### config.mk
export PLATFORM = sky130hd
export DESIGN_NAME = mfreg_top
export DESIGN_NICKNAME = d
export VERILOG_FILES = /design/src/rtl/mfreg_pkg.sv /design/src/rtl/mfreg_srcgen.sv /design/src/rtl/mfreg_mux.sv /design/src/rtl/mfreg_top.sv
export SDC_FILE = /design/constraint.sdc
export NUM_CORES = 1
export LEC_CHECK = 0
export BUFFER_PORTS_ARGS = -buffer_cell sky130_fd_sc_hd__buf_2
export CAP_MARGIN = 10
export CORE_MARGIN = 5
export CORE_UTILIZATION = 42
export CTS_CLUSTER_DIAMETER = 50
export DETAILED_ROUTE_END_ITERATION = 16
export PLACE_DENSITY_LB_ADDON = 0.1
export SLEW_MARGIN = 40
export SYNTH_ARGS = -nofsm -noshare
export SYNTH_HDL_FRONTEND = slang
export SYNTH_SLANG_ARGS = --single-unit
export TNS_END_PERCENT = 50
### constraint.sdc
create_clock -name clk -period 1.39 [get_ports clk]
set_input_delay 0.139 -clock clk [delete_from_list [all_inputs] [get_ports clk]]
set_output_delay 0.139 -clock clk [all_outputs]
set_load 0.1 [all_outputs]
### src/rtl/mfreg_pkg.sv
package mfreg_pkg;

    typedef enum logic [1:0] {
        OP_KEEP = 2'b00,
        OP_LOAD = 2'b01,
        OP_INC  = 2'b10,
        OP_SHR  = 2'b11
    } op_e;

endpackage

### src/rtl/mfreg_srcgen.sv
module mfreg_srcgen #(
    parameter int W = 8
) (
    input  logic [W-1:0] cur,
    output logic [W-1:0] inc_val,
    output logic         inc_wrap,
    output logic [W-1:0] shr_val
);

    localparam logic [W:0] ONE_EXT = (W+1)'(1);

    logic [W:0] sum_ext;

    always_comb begin
        sum_ext  = {1'b0, cur} + ONE_EXT;
        inc_val  = sum_ext[W-1:0];
        inc_wrap = sum_ext[W];
        shr_val  = cur >> 1;
    end

    // Wrap is only reported when the present value is all ones
    always_comb begin
        AST_WRAP_SRC: assert (inc_wrap == (&cur));
    end

endmodule

### src/rtl/mfreg_mux.sv
module mfreg_mux
    import mfreg_pkg::*;
#(
    parameter int W = 8
) (
    input  op_e          sel,
    input  logic [W-1:0] src_keep,
    input  logic [W-1:0] src_load,
    input  logic [W-1:0] src_inc,
    input  logic [W-1:0] src_shr,
    input  logic         inc_wrap,
    output logic [W-1:0] y,
    output logic         wrap_nxt
);

    always_comb begin
        wrap_nxt = 1'b0;
        unique case (sel)
            OP_KEEP: y = src_keep;
            OP_LOAD: y = src_load;
            OP_INC: begin
                y        = src_inc;
                wrap_nxt = inc_wrap;
            end
            OP_SHR:  y = src_shr;
            default: y = src_keep;
        endcase
    end

endmodule

### src/rtl/mfreg_top.sv
module mfreg_top
    import mfreg_pkg::*;
#(
    parameter int W = 8
) (
    input  logic         clk,
    input  logic         rst,
    input  logic [1:0]   op_sel,
    input  logic [W-1:0] din,
    output logic [W-1:0] q,
    output logic         wrap_o
);

    localparam logic [W-1:0] ZERO = '0;

    op_e          op;
    logic [W-1:0] inc_val;
    logic [W-1:0] shr_val;
    logic         inc_wrap;
    logic [W-1:0] q_nxt;
    logic         wrap_nxt;

    assign op = op_e'(op_sel);

    mfreg_srcgen #(.W(W)) srcgen_i (
        .cur      (q),
        .inc_val  (inc_val),
        .inc_wrap (inc_wrap),
        .shr_val  (shr_val)
    );

    mfreg_mux #(.W(W)) mux_i (
        .sel      (op),
        .src_keep (q),
        .src_load (din),
        .src_inc  (inc_val),
        .src_shr  (shr_val),
        .inc_wrap (inc_wrap),
        .y        (q_nxt),
        .wrap_nxt (wrap_nxt)
    );

    // Contents register: captures on every edge
    always_ff @(posedge clk) begin
        if (rst) q <= ZERO;
        else     q <= q_nxt;
    end

    // Flag register
    always_ff @(posedge clk) begin
        if (rst) wrap_o <= 1'b0;
        else     wrap_o <= wrap_nxt;
    end

    AST_KEEP_HOLDS: assert property (@(posedge clk) disable iff (rst)
        (op_sel == 2'b00) |=> $stable(q));
    AST_LOAD_TAKES: assert property (@(posedge clk) disable iff (rst)
        (op_sel == 2'b01) |=> (q == $past(din)));
    AST_INC_ADDS: assert property (@(posedge clk) disable iff (rst)
        (op_sel == 2'b10) |=> (q == W'($past(q) + 1'b1)));
    AST_SHR_MOVES: assert property (@(posedge clk) disable iff (rst)
        (op_sel == 2'b11) |=> (q == ($past(q) >> 1)));
    AST_WRAP_ZERO: assert property (@(posedge clk) disable iff (rst)
        wrap_o |-> (q == ZERO));
    AST_WRAP_PULSE: assert property (@(posedge clk) disable iff (rst)
        wrap_o |=> !wrap_o || ($past(op_sel) == 2'b10));
    AST_RST_CLEARS: assert property (@(posedge clk)
        rst |=> (q == ZERO) && !wrap_o);

endmodule

==> results of run 1 <==
[metal layers]
metal / vias to the layer above / share of wire, % / global-route usage [%]
met1: 276 / 45 / 20.05
met5: - / 0 / 0
met2: 27 / 47 / 24.33
met3: 4 / 6.0 / 2.299
li1: 304 / - / -
met4: 0 / 1.9 / 8.287
[power breakdown]
part / internal (W) / switching, W
Clock: 0.000111 / 0.0000997
Combinational: 0.0000673 / 0.000174
Sequential: 0.000273 / 0.0000313
Total: 0.000452 / 0.000305
[critical path, delay by kind of cell (launching register included)]
family,cells,cell delay [ns]
adders and majority gates,1,0.23
DFF,1,0.37
muxes,1,0.43
and+or+nand+nor,1,0.14
[cells in the mapped netlist]
master     n
inv_1      2
ha_1       1
buf_4      2
clkinv_1   1
dfxtp_1    9
o21ai_0    5
or3b_2     1
a21oi_1    4
a32oi_1    1
nand4_1    2
and4_1     1
mux2_2     2
a31oi_1    1
xnor2_1    2
nor3_1     1
a221oi_2   1
nand3_1    6
or3_1      2
a311oi_1   2
mux4_1     1
buf_2      1
nand2b_1   3
a211oi_1   2
nand2_1    4
a2111oi_1  1
nor4_1     1
nor2b_1    1
o221a_2    1
a21bo_2    1
and3_1     1
and2_1     4
[worst max path at each step]
stage               slack, ns  cells past startpoint               from                 to
global route             0.08                      3  q[1]$_SDFFE_PP0P_  q[1]$_SDFFE_PP0P_
global placement         0.14                      3  q[1]$_SDFFE_PP0P_  q[1]$_SDFFE_PP0P_
detailed placement       0.13                      3  q[1]$_SDFFE_PP0P_  q[1]$_SDFFE_PP0P_
CTS                      0.12                      3  q[1]$_SDFFE_PP0P_  q[1]$_SDFFE_PP0P_
finish                   0.12                      3  q[1]$_SDFFE_PP0P_  q[1]$_SDFFE_PP0P_
floorplan               -0.08                      3  q[1]$_SDFFE_PP0P_  q[1]$_SDFFE_PP0P_
[stage by stage]
stage	worst slack, ns	utilization (%)	instances	hold WS (ns)
finish	0.1213	58.46	105	0.1158
global route	0.07569	58.46	105	0.1321
CTS	0.1159	58.46	105	0.1169
detailed placement	0.1254	56.44	101	0.3959
global placement	0.1420	56.44	101	0.3935
floorplan	-0.08261	-	67	0.2014
[flip-flops by register name (all words and copies together), names as in the netlist]
register and count:
q 8, wrap_o 1
[layout make-up]
class	instances	area [sq um]	area share (%)
clock buffers	4	26.28	3.454
repair buffers	22	115.1	15.13
multi-input cells	52	381.6	50.16
well taps	15	18.77	2.467
inverters	3	11.26	1.480
flip-flops and latches	9	207.7	27.30
[cell families (layout without fill, tap and decap cells)]
kind of cell | count (synthesis) | count (layout) | share of synthesized area (%)
multiplexers | 3 | 3 | 8.352
flip-flops | 9 | 9 | 30.83
buffers and inverters | 6 | 29 | 5.352
adder cells (fa/ha/maj) | 1 | 1 | 2.141
AO/OA/AOI/OAI | 19 | 19 | 23.77
AND/OR/NAND/NOR | 27 | 27 | 26.55
XOR/XNOR | 2 | 2 | 2.998
==> flow_summary.yaml, run 1 <==
outcome:
  status: "finished clean"
clock_network:
  cts_resized: 0
  ctsLongestPathBuffers: 2
  cts_root_buffer: "clkbuf_4"
  clock-sinks: 9
  cts_hold_buf: 0
  worstSkewPairLatency_ns: 0.26
  cts_tree: "built"
  clkTransAtPathRegs_ns: 0.06
  h-tree-depth: 1
  cts_buffers: 3
  postCtsSetupBuffers: 0
grt:
  grt_pass1_wl_mm: 2.470
  grt_pass1_vias: 590
  grtUsageTotal_pct: 15.46
  grt_start_max_net_pins: 11
  antenna_found_initial: 0
  grt_remaining_overflow: 0
synthesis:
  netlist.top_cell.by_area: "dfxtp_1"
  syn_area_sq_um: 584.3
  ys_seq_area_share_pct: 30.84
  ys_seq_elements: 9
  synth_cells: 67
  synth_top_area_share_pct: 30.84
  avgSynthCellArea_sq_um: 8.721
  yosys-top-cells-area: "dfxtp_1 31%, nand3_1 5.1%, mux4_1 4.5%, and2_1 4.3%, o21ai_0 4.3%"
  ys_types: 31
  syn-num-nets: 80
  synth_warnings: 0
drt:
  via_count: 611
  routedWlPerCell_um: 13.90
  wirelength_mm: 1.459
  drtIter0Drc: 26
  antenna_left: 0
  drc: 0
  first_pass_iters: 4
  viasPerCell: 5.819
worst_setup_path:
  end_kind: "flip-flop"
  cp.arrival_ns: 1.43
  slowest_stage: "mux4_2"
  start_kind: "flip-flop"
  regToRegEndpoint: "q[1]$_SDFFE_PP0P_"
  worstReg2RegStart: "q[1]$_SDFFE_PP0P_"
  crit_path_max_incr_delay_ns: 0.43
  crit_chain: "ha_4 -> mux4_2 -> and2_1"
  worst_r2r_path_depth: 3
  ff2ff_setup_slack_ns: 0.12
  worstSetupPathType: "reg2reg"
  path_max_fanout: 8
  crit_required_ns: 1.55
sta:
  clock_skew_ns: 0.001799
  setup_viol: 0
  finalCriticalPeriod_ns: 1.269
  rsz0062_at_grt: "no"
  tightestPinTransition_ns: 0.4864
  relSlewSlack_pct: 67.80
  final_hold_viol_count: 0
  fmax_ghz: 0.7882
  setup_tns_ns: 0
  finalCritPeriodShare_pct: 91.27
  slew_violations: 0
run:
  max_cap_viol_count: 0
final_layout:
  fill_cells: 133
  drive_gt1_share_pct: 45.56
  diodes: 0
  final_cell_mix: "20 x buf_2, 7 x dfxtp_4, 6 x nand3_1, 5 x o21ai_0"
  area_growth_pct: 30.19
  nNetsFinal: 104
  fin_area_sq_um: 760.7
  final_common_cell: "buf_2"
floorplanning:
  num_rows: 13
  fp.dieArea_sq_um: 2237
  die_w_um: 47.30
  die_h_um: 47.30
  ios: 21
  core_sq_um: 1301
  initial_utilization_pct: 44.90
pwr:
  finalPower_w: 0.0007564
  p_leak_nw: 0.3113
  powerDensity_nw_per_um2: 994.3
  irDropWorstVdd_mv: 0.4894
placement:
  portBuffers: 20
  gp_congestion: 0.7829
  placed_area_sq_um: 734.5
hold_path:
  hold_end: "q[0]$_SDFFE_PP0P_"
  hold-path-cell-count: 2
  worstHoldPathType: "in2reg"
  hp-start: "rst"
Note: power is estimated with default switching activity, not from simulation.
==> run 2: changes to the inputs <==
--- a/config.mk
+++ b/config.mk
@@ -5,12 +5,12 @@
 export SDC_FILE = /design/constraint.sdc
 export NUM_CORES = 1
 export LEC_CHECK = 0
-export BUFFER_PORTS_ARGS = -buffer_cell sky130_fd_sc_hd__buf_2
 export CAP_MARGIN = 10
-export CORE_MARGIN = 5
-export CORE_UTILIZATION = 42
+export CORE_AREA = 5 5 42 44
 export CTS_CLUSTER_DIAMETER = 50
 export DETAILED_ROUTE_END_ITERATION = 16
+export DIE_AREA = 0 0 47 49
+export DONT_BUFFER_PORTS = 1
 export PLACE_DENSITY_LB_ADDON = 0.1
 export SLEW_MARGIN = 40
 export SYNTH_ARGS = -nofsm -noshare
==> run 2 against run 1 <==
  * Final cell count fell by 10%
  * Sequential power barely moved
  * Global-route usage fell by 0.66 points
  * Via count fell by 6.4%
  * Critical path depth did not move
  * Register-to-register slack got worse by 0.02 ns
  * Clock-buffer cell count did not move
  * Combinational power fell by 7%
  * Sequential share of layout area rose by 1.4 points
  * Clock power barely moved
  * Core utilization fell by 6.8 points
  * Design area fell by 4.8%
  * Largest cell class unchanged
==> flow_summary.yaml, run 2 (synthesized netlist as in run 1, its figures left out) <==
clock_network:
  cts_resized: 0
  postCtsSetupBuffers: 0
  clkTransAtPathRegs_ns: 0.06
  cts_tree: "built"
  ctsLongestPathBuffers: 2
  h-tree-depth: 1
  worstSkewPairLatency_ns: 0.27
  cts_buffers: 3
  cts_root_buffer: "clkbuf_4"
  clock-sinks: 9
floorplanning:
  fp.dieArea_sq_um: 2303
  core_sq_um: 1401
  num_rows: 14
  ios: 21
  initial_utilization_pct: 41.70
  die_h_um: 49
  die_w_um: 47
worst_setup_path:
  worst_r2r_path_depth: 3
  setup.worst_path.start: "q[1]$_SDFFE_PP0P_"
  worstReg2RegStart: "q[1]$_SDFFE_PP0P_"
  cp.arrival_ns: 1.45
  end_kind: "flip-flop"
  path_max_fanout: 8
  crit_required_ns: 1.55
  start_kind: "flip-flop"
  worstSetupPathType: "reg2reg"
sta:
  finalCritPeriodShare_pct: 92.52
  hold_ws_ns: 0.02341
  final_hold_viol_count: 0
  setup_viol: 0
  fmax_ghz: 0.7776
  slew_violations: 0
  relSlewSlack_pct: 80.73
  clock_skew_ns: 0.002100
  tightestPinTransition_ns: 0.2883
  rsz0062_at_grt: "no"
  finalCriticalPeriod_ns: 1.286
drt:
  viasPerCell: 6.085
  via_count: 572
  drtIter0Drc: 10
  drc: 0
  antenna_left: 0
  routedWlPerCell_um: 15.86
  wirelength_mm: 1.491
  first_pass_iters: 4
pwr:
  irDropWorstVdd_mv: 0.5275
  powerDensity_nw_per_um2: 1023
  p_leak_nw: 0.2643
final_layout:
  final_cell_mix: "9 x buf_4, 7 x dfxtp_4, 6 x nand3_1, 5 x o21ai_0"
  utilization_pct: 51.70
  area_growth_pct: 23.98
  largest_reg_flops: 8
  final_common_cell: "buf_4"
  diodes: 0
  regMostFlops: "q"
  nNetsFinal: 92
  drive_gt1_share_pct: 35.90
  reg_top3: "q: 8 flops, wrap_o: 1 flops"
placement:
  dpl.hpwl_mm: 1.119
  gp_congestion: 0.7934
  portBuffers: 0
grt:
  grt_remaining_overflow: 0
  grt_start_max_net_pins: 17
  grtUsageTotal_pct: 14.80
  grt_pass1_wl_mm: 2.470
  antenna_found_initial: 0
  grt_pass1_vias: 541
hold_path:
  hold-path-cell-count: 2
  hp-start: "op_sel[0]"
  worstHoldPathType: "in2reg"
outcome:
  status: "finished clean"
run:
  max_cap_viol_count: 0
==> run 2: cell types whose count changed in the layout (fill, tap and decap cells not counted), sizes merged <==
cell and change:
buf -13, dlygate4sd3 +1
==> run 2: worst paths after layout <==
| kind | end | slack (ns) |
|---|---|---|
| setup reg to reg | q[1]$_SDFFE_PP0P_ | 0.10 |
| hold reg to reg | q[7]$_SDFFE_PP0P_ | 0.53 |
| setup / recovery | q[1]$_SDFFE_PP0P_ | 0.10 |
| hold / removal | q[0]$_SDFFE_PP0P_ | 0.02 |
==> run 2: through the flow <==
stage | instances | TNS (ns) | power, W | cell area [sq um] | setup WS, ns
final | 94 | 0 | 0.0007408 | 724.4 | 0.1040
after global routing | 94 | 0 | 0.0007816 | 724.4 | 0.06931
after CTS | 94 | 0 | 0.0007493 | 724.4 | 0.09040
after detailed placement | 89 | 0 | 0.0005327 | 688.2 | 0.1025
after global placement | 89 | 0 | 0.0005303 | 688.2 | 0.1316
after floorplan | 67 | -0.08261 | 0.0005020 | 624.3 | -0.08261
==> run 2: layout make-up <==
type	instances	area, sq um
repair buffers	10	77.57
well taps	16	20.02
inverters	3	11.26
fillers	154	676.9
flip-flops and latches	9	207.7
clock buffers	4	26.28
multi-input cells	52	381.6
==> run 2: repair_timing <==
action | CTS | global route
hold endpoints to repair | 4 | 0
hold buffers | 1 | 0
setup endpoints to repair | 0 | 0
==> run 2: metal layers <==
layer  vias to the layer above  track usage [%]  share of wire [%]
li1                        279                -                  -
met1                       264            19.38                 44
met2                        24            19.68                 44
met3                         5            6.273                9.8
met4                         0            8.295                2.7
met5                         -                0                  0
==> run 2: worst max-delay path, stage by stage, from the launching register on <==
cell and delay, ns:
dfxtp_4 0.37, ha_4 0.23, mux4_2 0.43, and2_1 0.15
==> run 2: power by group <==
part / total, W / internal (W) / leakage [nW] / switching [W]
Clock: 0.000211 / 0.000111 / 0.0150 / 0.0000999
Sequential: 0.000305 / 0.000273 / 0.0791 / 0.0000311
Combinational: 0.000225 / 0.0000653 / 0.170 / 0.000160
